### config.mk
export PLATFORM = sky130hd
export DESIGN_NAME = poll_cmd_port
export DESIGN_NICKNAME = d
export VERILOG_FILES = /design/src/rtl/pch_pkg.sv /design/src/rtl/pch_rst_sync.sv /design/src/rtl/pch_cmd_reg.sv /design/src/rtl/pch_timer.sv /design/src/rtl/pch_seq.sv /design/src/rtl/poll_cmd_port.sv
export SDC_FILE = /design/constraint.sdc
export NUM_CORES = 1
export LEC_CHECK = 0
export ABC_AREA = 1
export BUFFER_PORTS_ARGS = -buffer_cell sky130_fd_sc_hd__buf_4
export CELL_PAD_IN_SITES_DETAIL_PLACEMENT = 0
export CELL_PAD_IN_SITES_GLOBAL_PLACEMENT = 1
export CORE_UTILIZATION = 45
export CTS_BUF_LIST = sky130_fd_sc_hd__clkbuf_4 sky130_fd_sc_hd__clkbuf_8
export DETAILED_ROUTE_END_ITERATION = 7
export PLACE_DENSITY_LB_ADDON = 0.1
export SYNTH_ARGS = -nofsm -noshare
export SYNTH_HDL_FRONTEND = slang
export SYNTH_SLANG_ARGS = --single-unit
### constraint.sdc
create_clock -name clk -period 2.3 [get_ports clk]
set_clock_uncertainty 0.15 [all_clocks]
set_input_delay 0.345 -clock clk [delete_from_list [all_inputs] [get_ports clk]]
set_output_delay 0.345 -clock clk [all_outputs]
set_load 0.005 [all_outputs]
### src/rtl/pch_pkg.sv
package pch_pkg;
  localparam int ADDR_CMD  = 0;
  localparam int ADDR_STAT = 1;
  localparam int ADDR_LAT  = 2;
  localparam int STAT_GO   = 0;

  typedef struct packed {
    logic done;
    logic busy;
    logic pend;
  } stat_t;
endpackage

### src/rtl/pch_rst_sync.sv
module pch_rst_sync (
  input  logic clk,
  input  logic rst_n,
  output logic rst_sync_n
);
  logic [1:0] sync_q;

  always_ff @(posedge clk or negedge rst_n) begin
    if (!rst_n) sync_q <= 2'b00;
    else        sync_q <= {sync_q[0], 1'b1};
  end

  assign rst_sync_n = sync_q[1];
endmodule

### src/rtl/pch_cmd_reg.sv
module pch_cmd_reg #(
  parameter int CMD_W = 8
) (
  input  logic             clk,
  input  logic             rst_n,
  input  logic             wr_cmd,
  input  logic [CMD_W-1:0] wr_val,
  output logic [CMD_W-1:0] cmd_q
);
  logic [CMD_W-1:0] cmd_d;
  logic             cmd_en;

  always_comb begin
    cmd_en = wr_cmd;
    cmd_d  = wr_val;
  end

  always_ff @(posedge clk or negedge rst_n) begin
    if (!rst_n)      cmd_q <= '0;
    else if (cmd_en) cmd_q <= cmd_d;
  end
endmodule

### src/rtl/pch_timer.sv
module pch_timer #(
  parameter int OP_CYCLES = 8
) (
  input  logic clk,
  input  logic rst_n,
  input  logic load,
  input  logic run,
  output logic last
);
  generate
    if (OP_CYCLES > 1) begin : g_count
      localparam int CNT_W = $clog2(OP_CYCLES);
      localparam logic [CNT_W-1:0] LOAD_VAL = CNT_W'(OP_CYCLES - 1);
      logic [CNT_W-1:0] cnt_q, cnt_d;
      logic             cnt_en;

      always_comb begin
        cnt_en = 1'b0;
        cnt_d  = cnt_q;
        if (load) begin
          cnt_en = 1'b1;
          cnt_d  = LOAD_VAL;
        end else if (run && (cnt_q != '0)) begin
          cnt_en = 1'b1;
          cnt_d  = cnt_q - 1'b1;
        end
      end

      always_ff @(posedge clk or negedge rst_n) begin
        if (!rst_n)      cnt_q <= '0;
        else if (cnt_en) cnt_q <= cnt_d;
      end

      assign last = (cnt_q == '0);
    end else begin : g_single
      assign last = 1'b1;
    end
  endgenerate
endmodule

### src/rtl/pch_seq.sv
module pch_seq #(
  parameter int CMD_W     = 8,
  parameter int OP_CYCLES = 8
) (
  input  logic             clk,
  input  logic             rst_n,
  input  logic             go,
  input  logic [CMD_W-1:0] cmd_in,
  output logic             pend,
  output logic             busy,
  output logic             done,
  output logic [CMD_W-1:0] lat_cmd
);
  logic             pend_d, busy_d, done_d;
  logic [CMD_W-1:0] lat_d;
  logic             lat_en;
  logic             op_last;

  pch_timer #(.OP_CYCLES(OP_CYCLES)) u_timer (
    .clk   (clk),
    .rst_n (rst_n),
    .load  (pend),
    .run   (busy),
    .last  (op_last)
  );

  always_comb begin
    pend_d = pend;
    busy_d = busy;
    done_d = done;
    lat_d  = lat_cmd;
    lat_en = 1'b0;
    if (pend) begin
      pend_d = 1'b0;
      busy_d = 1'b1;
      lat_d  = cmd_in;
      lat_en = 1'b1;
    end else if (busy) begin
      if (op_last) begin
        busy_d = 1'b0;
        done_d = 1'b1;
      end
    end else if (go) begin
      pend_d = 1'b1;
      done_d = 1'b0;
    end
  end

  always_ff @(posedge clk or negedge rst_n) begin
    if (!rst_n) begin
      pend <= 1'b0;
      busy <= 1'b0;
      done <= 1'b0;
    end else begin
      pend <= pend_d;
      busy <= busy_d;
      done <= done_d;
    end
  end

  always_ff @(posedge clk or negedge rst_n) begin
    if (!rst_n)      lat_cmd <= '0;
    else if (lat_en) lat_cmd <= lat_d;
  end
endmodule

### src/rtl/poll_cmd_port.sv
module poll_cmd_port #(
  parameter int ADDR_W    = 2,
  parameter int DATA_W    = 8,
  parameter int CMD_W     = 8,
  parameter int OP_CYCLES = 8
) (
  input  logic              clk,
  input  logic              rst_n,
  input  logic              wr_en,
  input  logic [ADDR_W-1:0] addr,
  input  logic [DATA_W-1:0] wdata,
  output logic [DATA_W-1:0] rdata
);
  import pch_pkg::*;

  logic             rst_sync_n;
  logic             wr_cmd, go;
  logic [CMD_W-1:0] cmd_q, lat_cmd;
  logic             pend, busy, done;
  stat_t            stat;

  pch_rst_sync u_rst (
    .clk        (clk),
    .rst_n      (rst_n),
    .rst_sync_n (rst_sync_n)
  );

  always_comb begin
    wr_cmd = wr_en && (addr == ADDR_W'(ADDR_CMD));
    go     = wr_en && (addr == ADDR_W'(ADDR_STAT)) && wdata[STAT_GO];
  end

  pch_cmd_reg #(.CMD_W(CMD_W)) u_cmd (
    .clk    (clk),
    .rst_n  (rst_sync_n),
    .wr_cmd (wr_cmd),
    .wr_val (wdata[CMD_W-1:0]),
    .cmd_q  (cmd_q)
  );

  pch_seq #(.CMD_W(CMD_W), .OP_CYCLES(OP_CYCLES)) u_seq (
    .clk     (clk),
    .rst_n   (rst_sync_n),
    .go      (go),
    .cmd_in  (cmd_q),
    .pend    (pend),
    .busy    (busy),
    .done    (done),
    .lat_cmd (lat_cmd)
  );

  always_comb begin
    stat.done = done;
    stat.busy = busy;
    stat.pend = pend;
    unique case (addr)
      ADDR_W'(ADDR_CMD):  rdata = DATA_W'(cmd_q);
      ADDR_W'(ADDR_STAT): rdata = DATA_W'(stat);
      ADDR_W'(ADDR_LAT):  rdata = DATA_W'(lat_cmd);
      default:            rdata = '0;
    endcase
  end
endmodule

* Word-level counts from Yosys, hierarchy flattened *
Index checks and enable logic that the tools add are counted.
Widths: inputs -> output; s select.

storage, ports and cells
  flip-flop bits (word level) = 24
  output and inout bits = 8
  logic and storage cells = 39

operators by class
  add/subtract/negate cells = 1
  equality and inequality tests = 3
  muxes and demuxes = 15
  bitwise gates (word level) = 1
  reductions and logical operators = 12

operators by type and width
  kind                 number
  $pmux 8 s3           1
  $mux 1               12
  $mux 3               2
  $logic_and 1x1->1    4
  $reduce_and 2->1     2
  $reduce_bool 2->1    2
  $logic_not 3->1      1
  $reduce_and 3->1     1
  $reduce_bool 3->1    1
  $sub 3x1->3 const B  1
  $eq 2x1->1 const B   1
  $eq 2x2->1 const B   1
  $logic_not 2->1      1
  $ne 2x2->1 const B   1
  $not 1->1            1

* Depth between registers and ports, before layout *
Gate-level depths: netlist of run 1.

  depth after elaboration = 6
  depth in mapped cells = 8
  mapped depth without buffers = 8

* Modules after synthesis *
Synthesis of run 1 repeated with hierarchy kept, for this count alone.

unflattened totals
  cells, all modules = 140
  area total of the unflattened synthesis = 1141.1 um2

modules (own cells, without submodules)
  module         instances  cells an instance  area an instance (um2)  sequential area each (um2)
  pch_seq        1          47                 441.7                   275.3
  pch_cmd_reg    1          34                 305.3                   200.2
  pch_timer      1          22                 173.9                   75.1
  poll_cmd_port  1          34                 166.4                   0.0
  pch_rst_sync   1          3                  53.8                    50.0

* Worst setup path after synthesis of run 1 *
Ideal clock, no wire load.

  kind = input to output
  from = input port addr[1]
  to = output port rdata[3]
  arrival = 0.775 ns
  data required time = 1.805 ns
  setup slack = 1.030 ns
  stages = 4
  buffers on the path = 1
  cells stage by stage = nor2_4 -> buf_6 -> nand2_1 -> o21ai_0

on the way
  word-level cells in the longest chain between the ends = 2

ends and longest elaborated chain
  what                                line                 source
  start, declared                     poll_cmd_port.sv:10  input logic [ADDR_W-1:0] addr,
  $eq 2x2->1 (tied with other cells)  poll_cmd_port.sv:56  unique case (addr)
  $pmux 8 s3 *                        poll_cmd_port.sv:56
  end, declared                       poll_cmd_port.sv:12  output logic [DATA_W-1:0] rdata

Every way passes the cells marked *; elsewhere a longest branch is shown, timed or not.

* Worst setup path after layout of run 1 *
  from = input port addr[1]
  to = output port rdata[2]

Same word-level chain as after synthesis.

==> results.txt, run 1 <==
Wire length of the first global-routing pass: 3.84 mm
CP bufs+invs: 2
CTS tree: yes
Area of the mapped netlist: 1100 µm²
Register Area: 601 µm²
Clock Tree Buf Depth: 2
Tightest Pin Transition: 0.882 ns
Critical Path Most Common Cell: sky130_fd_sc_hd__buf_4
Maximum cell stage delay along the critical path: 0.35 ns
Worst hold-check path type: input pin to flop
Critical path start-end classification: input pin to output port
Final WS setup: 0.640 ns
Hold-critical path depth: 3
Setup Slack @ Placement: 0.652 ns
Top cell type by total area after synthesis: sky130_fd_sc_hd__dfrtp_1
Fin crit share: 72.2%
Outcome: finished, final reports clean
Cell area after layout: 1310 µm²
Post-synth top area share: 54.4%
H-tree depth: 1
R2R depth: 8
Slowest cell on crit path: sky130_fd_sc_hd__nor2_4
Final global-route overflow total: 0
Layout cell share with drive strength beyond 1: 20.1%
Average instance area after synthesis: 8.36 µm²
Die X-Extent: 51.5 µm
Antenna diode count: 0
Setup TNS after final layout: 0 ns
Highest-count cells in the layout ignoring fill and taps: sky130_fd_sc_hd__nand2_1 (48), sky130_fd_sc_hd__dfrtp_1 (24), sky130_fd_sc_hd__buf_4 (21), sky130_fd_sc_hd__inv_1 (16), sky130_fd_sc_hd__o21ai_0 (11)
Routed WL: 2.13 mm
Die span in y: 51.5 µm
Maximum clock frequency: 0.602 GHz
Max cap viols: 0
Launch point of the worst reg-to-reg path: u_seq.u_timer.g_count.cnt_q[0]$_DFFE_PN0P_
Number of library cell types mapped by synthesis: 18
Setup repair after global routing missed its margin: false
Fill count: 206
Cell depth of the worst setup path: 5
Max rail drop VDD: 0.000550 V
Seq/Total Area, Yosys: 54.4%
Amount of wire on met2 after detailed routing: 1.02 mm
Via density per instance: 4.80
Arr. time, crit path: 1.17 ns
First-iteration detailed-routing DRC count: 24
Maximum number of pins on one net before global-route repair: 23
Leak pwr: 0.698 nW
Antenna violation net count after detailed routing: 0
Routed wire per std cell: 11.7 µm
Final Power: 1.17 mW
Critical path fanouts, max: 17
Hold violation total from the final report: 0
Placed cell area: 1270 µm²
Clk Tree Root Cell: sky130_fd_sc_hd__clkbuf_4
Die Area: 2650 µm²
Count of pins over their slew limit: 0
Cells taking the most area after synthesis: sky130_fd_sc_hd__dfrtp_1 (54%), sky130_fd_sc_hd__nand2_1 (16%), sky130_fd_sc_hd__inv_1 (5.4%), sky130_fd_sc_hd__o21ai_0 (5.0%), sky130_fd_sc_hd__nand3_1 (4.1%)
Vias in the first global route: 855
Finished Layout Cells: 182
Element type at the critical path end: output port
Number of antenna violations at the first check in global routing: 0
Reg-to-reg endpoint: u_seq.done$_DFFE_PN0P_
Overall track demand over capacity in global routing: 20.2%
R2R Setup Slk: 0.94 ns
Global placement routability congestion: 0.728
Source of the worst hold timing path: wdata[6]
Total setup buffers inserted after CTS: 0
Area of the multi-input gates: 408 µm²
WL met3: 91 µm
Worst-path cell chain: buf_4 -> nor2_4 -> nand2_1 -> o211ai_1 -> buf_4
CTS resizes: 0
Kind of cell with the highest combined delay on the critical path: simple AND/OR/NAND/NOR gates
Layout Area Growth over Synthesis: 19.0%
Time the worst path needs with I/O delays and setup: 1.66 ns
Number of storage elements in the synthesis netlist: 24
Type of origin of the critical path: input pin
Highest layer used for signal routing: met4
Post-detail-place hpwl: 1.43 mm
Instance count of the mapped netlist: 132
Most frequent standard cell in the layout excluding fill and tap cells: sky130_fd_sc_hd__nand2_1
Routed length on met1: 981 µm
Vias after detailed routing: 873
IO buf count: 20
Dpl cells: 177
End point of the worst hold path: u_cmd.cmd_q[6]$_DFFE_PN0P_
Crit path required time: 1.80 ns
PD cells: 892 nW/µm²
Area of the core: 2250 µm²
Sink count of the clock tree: 24
Count of nets after finishing: 170
Number of optimization iterations in the first detailed-route pass: 4
Yosys Warn Count: 0
Register clock-pin slew on the reported worst setup and hold paths: 0.13 ns
Slew HR: 41.2%
Total CTS buffers: 3
Post-Syn Nets: 147
Starting Density: 48.9%
DRC violations left: 0
Number of endpoints failing setup at the final stage: 0
Top-Level Pins: 21
Clock latency at the later pin of the worst-skew pair: 0.31 ns
# rows: 17
-- power breakdown --
part / switching (mW) / internal, mW / total (mW)
registers: 0.0635 / 0.543 / 0.607
clock network: 0.122 / 0.0967 / 0.219
logic: 0.193 / 0.153 / 0.346
total: 0.378 / 0.793 / 1.17
-- flip-flops by register name, indices dropped and copies added (netlist names) --
register,cells
u_cmd.cmd_q,8
u_rst.sync_q,2
u_seq.busy,1
u_seq.done,1
u_seq.lat_cmd,8
u_seq.pend,1
u_seq.u_timer.g_count.cnt_q,3
-- worst min-delay path: cells and delay by family --
family,cells,cell delay (ns)
buf+inv,1,0.08
simple gates,2,0.12
-- area by class of cell --
| cell class | count | share of cell area, % |
|---|---|---|
| Tap cell | 28 | 2.67 |
| Sequential cell | 24 | 45.7 |
| Timing Repair Buffer | 22 | 12.8 |
| Inverter | 17 | 5.05 |
| Multi-Input combinational cell | 87 | 31.0 |
| Clock buffer | 4 | 2.76 |
-- Yosys cell counts --
cell type                  instances
sky130_fd_sc_hd__nor3_1            1
sky130_fd_sc_hd__inv_1            16
sky130_fd_sc_hd__conb_1            1
sky130_fd_sc_hd__o211ai_1          3
sky130_fd_sc_hd__nor2_1            4
sky130_fd_sc_hd__nand2_4           1
sky130_fd_sc_hd__nor2_4            1
sky130_fd_sc_hd__nand2_1          48
sky130_fd_sc_hd__o21ai_1           3
sky130_fd_sc_hd__nand2_2           3
sky130_fd_sc_hd__buf_4             1
sky130_fd_sc_hd__nand3_1           9
sky130_fd_sc_hd__ha_1              2
sky130_fd_sc_hd__dfrtp_1          24
sky130_fd_sc_hd__o21ai_0          11
sky130_fd_sc_hd__buf_2             2
sky130_fd_sc_hd__buf_6             1
sky130_fd_sc_hd__inv_4             1
-- layer usage --
metal  vias up  global-route usage [%]
met4         0                    6.76
met2        20                    32.9
met5         -                       0
met3         4                    5.26
li1        451                       -
met1       398                    26.1
-- worst max-delay path by stage --
stage	start	end	slack [ns]
final	addr[1]	rdata[2]	0.64
after global routing	addr[1]	rdata[2]	0.51
after global placement	addr[1]	rdata[2]	0.66
after floorplan	addr[1]	rdata[3]	1.03
after CTS	addr[1]	rdata[2]	0.64
after detailed placement	addr[1]	rdata[2]	0.65
-- per-stage QoR --
stage               util [%]  hold WS, ns
floorplan                  -       -0.101
global placement        56.2      -0.0233
detailed placement      56.2      -0.0215
CTS                     58.3       0.0963
global route            58.3       0.0929
finish                  58.3        0.102
-- timing repair --
action,CTS,global route
hold endpoints to repair,2,0
hold buffers,1,0
setup endpoints to repair,0,0
-- cells by family after synthesis --
logic type,share of synthesized area [%]
AOI/OAI and AO/OA,8.39
other,0.340
DFF,54.4
buffers and inverters,8.62
adders and majority gates,2.27
and+or+nand+nor,26.0
Note: power is estimated with default switching activity, not from simulation.
==> inputs of run 2 (changes only) <==
- ABC_AREA: 1 -> 0
- clock period: 2.3 -> 1.6 ns (I/O delays scaled with it)
==> results.txt, run 2 <==
Worst hold-check path type: input pin to flop
Worst-path cell chain: inv_1 -> ha_1 -> ha_1 -> nand2b_2 -> xnor2_1 -> nand2_1
Highest-count cells in the layout ignoring fill and taps: sky130_fd_sc_hd__buf_4 (25), sky130_fd_sc_hd__dfrtp_1 (23), sky130_fd_sc_hd__dlygate4sd3_1 (9)
IO buf count: 20
Reg-to-reg endpoint: u_seq.u_timer.g_count.cnt_q[0]$_DFFE_PN0P_
Instance count of the mapped netlist: 84
Average instance area after synthesis: 13.3 µm²
Critical path start-end classification: flop to flop
Worst Setup EP: u_seq.u_timer.g_count.cnt_q[0]$_DFFE_PN0P_
Seq/Total Area, Yosys: 53.7%
Maximum number of pins on one net before global-route repair: 19
Top-Level Pins: 21
Post-detail-place hpwl: 1.39 mm
Cell depth of the worst setup path: 6
Area of the core: 2280 µm²
Number of library cell types mapped by synthesis: 20
Cell types with the highest counts after synthesis: sky130_fd_sc_hd__dfrtp_1 (24), sky130_fd_sc_hd__mux2_1 (8), sky130_fd_sc_hd__mux2_4 (8), sky130_fd_sc_hd__mux2i_1 (8), sky130_fd_sc_hd__nand2_1 (8)
Most used flip-flop cell after synthesis: sky130_fd_sc_hd__dfrtp_1
Layout cell share with drive strength beyond 1: 34.7%
Maximum clock frequency: 0.657 GHz
Hold violation total from the final report: 0
Kind of cell with the highest combined delay on the critical path: adder cells
Starting Density: 49.1%
Max rail drop VDD: 0.000908 V
Die span in y: 51.9 µm
CTS tree: yes
Routed WL: 1.99 mm
R2R depth: 6
Antenna violation net count after detailed routing: 0
Setup TNS after final layout: 0 ns
Type of origin of the critical path: flop
Most frequent standard cell in the layout excluding fill and tap cells: sky130_fd_sc_hd__buf_4
Number of enable-type register cells in the synthesized netlist: 0
DRC violations left: 0
Wire length of the first global-routing pass: 3.13 mm
Time the worst path needs with I/O delays and setup: 1.52 ns
Area of the mapped netlist: 1120 µm²
Overall track demand over capacity in global routing: 16.8%
Cells taking the most area after synthesis: sky130_fd_sc_hd__dfrtp_1 (54%), sky130_fd_sc_hd__mux2_4 (11%), sky130_fd_sc_hd__mux2_1 (8.1%), sky130_fd_sc_hd__mux2i_1 (7.2%), sky130_fd_sc_hd__nand2_1 (2.7%)
Launch point of the worst reg-to-reg path: u_seq.u_timer.g_count.cnt_q[0]$_DFFE_PN0P_
Fin crit share: 95.2%
Vias after detailed routing: 728
Cell with the most instances after synthesis: sky130_fd_sc_hd__dfrtp_1
Post-Syn Nets: 99
Critical path origin: u_seq.u_timer.g_count.cnt_q[0]$_DFFE_PN0P_
CP bufs+invs: 1
Post-synthesis compound-gate area fraction: 3.24%
Critical Path Most Common Cell: sky130_fd_sc_hd__ha_1
# rows: 17
Via density per instance: 4.99
Post-synthesis share of cell area spent on and, or, nand and nor gates: 9.96%
Die Area: 2690 µm²
Number of endpoints failing setup at the final stage: 0
PD cells: 1210 nW/µm²
Number of optimization iterations in the first detailed-route pass: 2
Xor and xnor fraction of the mapped netlist area: 0.783%
Register clock-pin slew on the reported worst setup and hold paths: 0.12 ns
Outcome: finished, final reports clean
Placed cell area: 1290 µm²
Main combinational cell family by area after synthesis: multiplexers
Number of antenna violations at the first check in global routing: 0
Total CTS buffers: 3
R2R Setup Slk: 0.08 ns
Clk Tree Root Cell: sky130_fd_sc_hd__clkbuf_4
Max cap viols: 0
Global placement routability congestion: 0.700
Leak pwr: 0.711 nW
Maximum cell stage delay along the critical path: 0.35 ns
Count of pins over their slew limit: 0
Setup repair after global routing missed its margin: true
Registers with the most flip-flops: u_cmd.cmd_q (8), u_seq.lat_cmd (8), u_seq.u_timer.g_count.cnt_q (3)
Fraction of the mapped netlist area in adder cells: 2.24%
H-tree depth: 1
Clock Tree Buf Depth: 2
First-iteration detailed-routing DRC count: 1
Critical path fanouts, max: 6
Setup Slack @ Placement: 0.0762 ns
Routed wire per std cell: 13.7 µm
Yosys Warn Count: 0
Count of nets after finishing: 135
Vias in the first global route: 691
Hold_ws: 0.0195 ns
Top cell type by total area after synthesis: sky130_fd_sc_hd__dfrtp_1
Asr flop ratio synth: 100%
Slowest cell on crit path: sky130_fd_sc_hd__dfrtp_1
Layout Area Growth over Synthesis: 27.9%
Arr. time, crit path: 1.58 ns
Clock latency at the later pin of the worst-skew pair: 0.30 ns
Fraction of synthesized area in multiplexers: 26.0%
Number of storage elements in the synthesis netlist: 24
Die X-Extent: 51.9 µm
Crit path required time: 1.65 ns
Core occupancy in the finished layout: 62.8%
Final global-route overflow total: 0
Final WS setup: 0.0774 ns
Sink count of the clock tree: 24
Cell area after layout: 1430 µm²
Antenna diode count: 0
Element type at the critical path end: flop
Post-synth top area share: 53.7%
==> run 2: worst min-delay path by stage <==
stage,from,endpoint,slack [ns],depth (start not counted)
after floorplan,rst_n,u_rst.sync_q[0]$_DFF_PN0_,-0.21,0
after global placement,rst_n,u_rst.sync_q[0]$_DFF_PN0_,-0.13,1
after detailed placement,rst_n,u_rst.sync_q[0]$_DFF_PN0_,-0.13,1
after CTS,wdata[4],u_cmd.cmd_q[4]$_DFFE_PN0P_,0.0004,2
after global routing,wdata[0],u_cmd.cmd_q[0]$_DFFE_PN0P_,0.0008,2
final,wdata[0],u_cmd.cmd_q[0]$_DFFE_PN0P_,0.02,2
==> run 2: kinds of logic after synthesis <==
family	count (synthesis)
other	1
buffers and inverters	7
adders and majority gates	2
and+or+nand+nor	19
DFF	24
muxes	24
xor gates and xnor gates	1
AOI/OAI and AO/OA	6
==> run 2: final cells by class <==
cell class	count	area [µm²]
fill	203	846
sequential	24	602
multi-input combinational	53	478
timing repair buffer	34	278
tap	28	35.0
clock buffer	3	22.5
inverter	4	15.0
==> run 2: power breakdown <==
part           internal [mW]  switching (mW)  leakage [nW]  total (mW)
logic                  0.330           0.230         0.409       0.559
clock network         0.0878           0.168        0.0138       0.255
registers              0.808           0.114         0.288       0.923
==> run 2: per-layer routing <==
metal	up-vias	global-route usage, %	part of all wire [%]
met2	12	26.3	48
met4	0	9.46	0.85
met5	-	0	0
met1	362	22.2	49
li1	352	-	-
met3	2	2.63	2.5
==> run 2: what timing repair did <==
item,CTS,global route
hold buffers,7,2
pin swaps,0,1
setup endpoints to repair,1,2
gates resized for setup,1,1
buffers inserted,0,3
hold endpoints to repair,11,2
gates cloned,0,0
==> run 2: per-stage QoR <==
stage | total power [mW] | cells
after CTS | 1.75 | 141
after floorplan | 1.28 | 84
final | 1.74 | 146
after global placement | 1.44 | 131
after detailed placement | 1.48 | 131
after global routing | 1.87 | 146
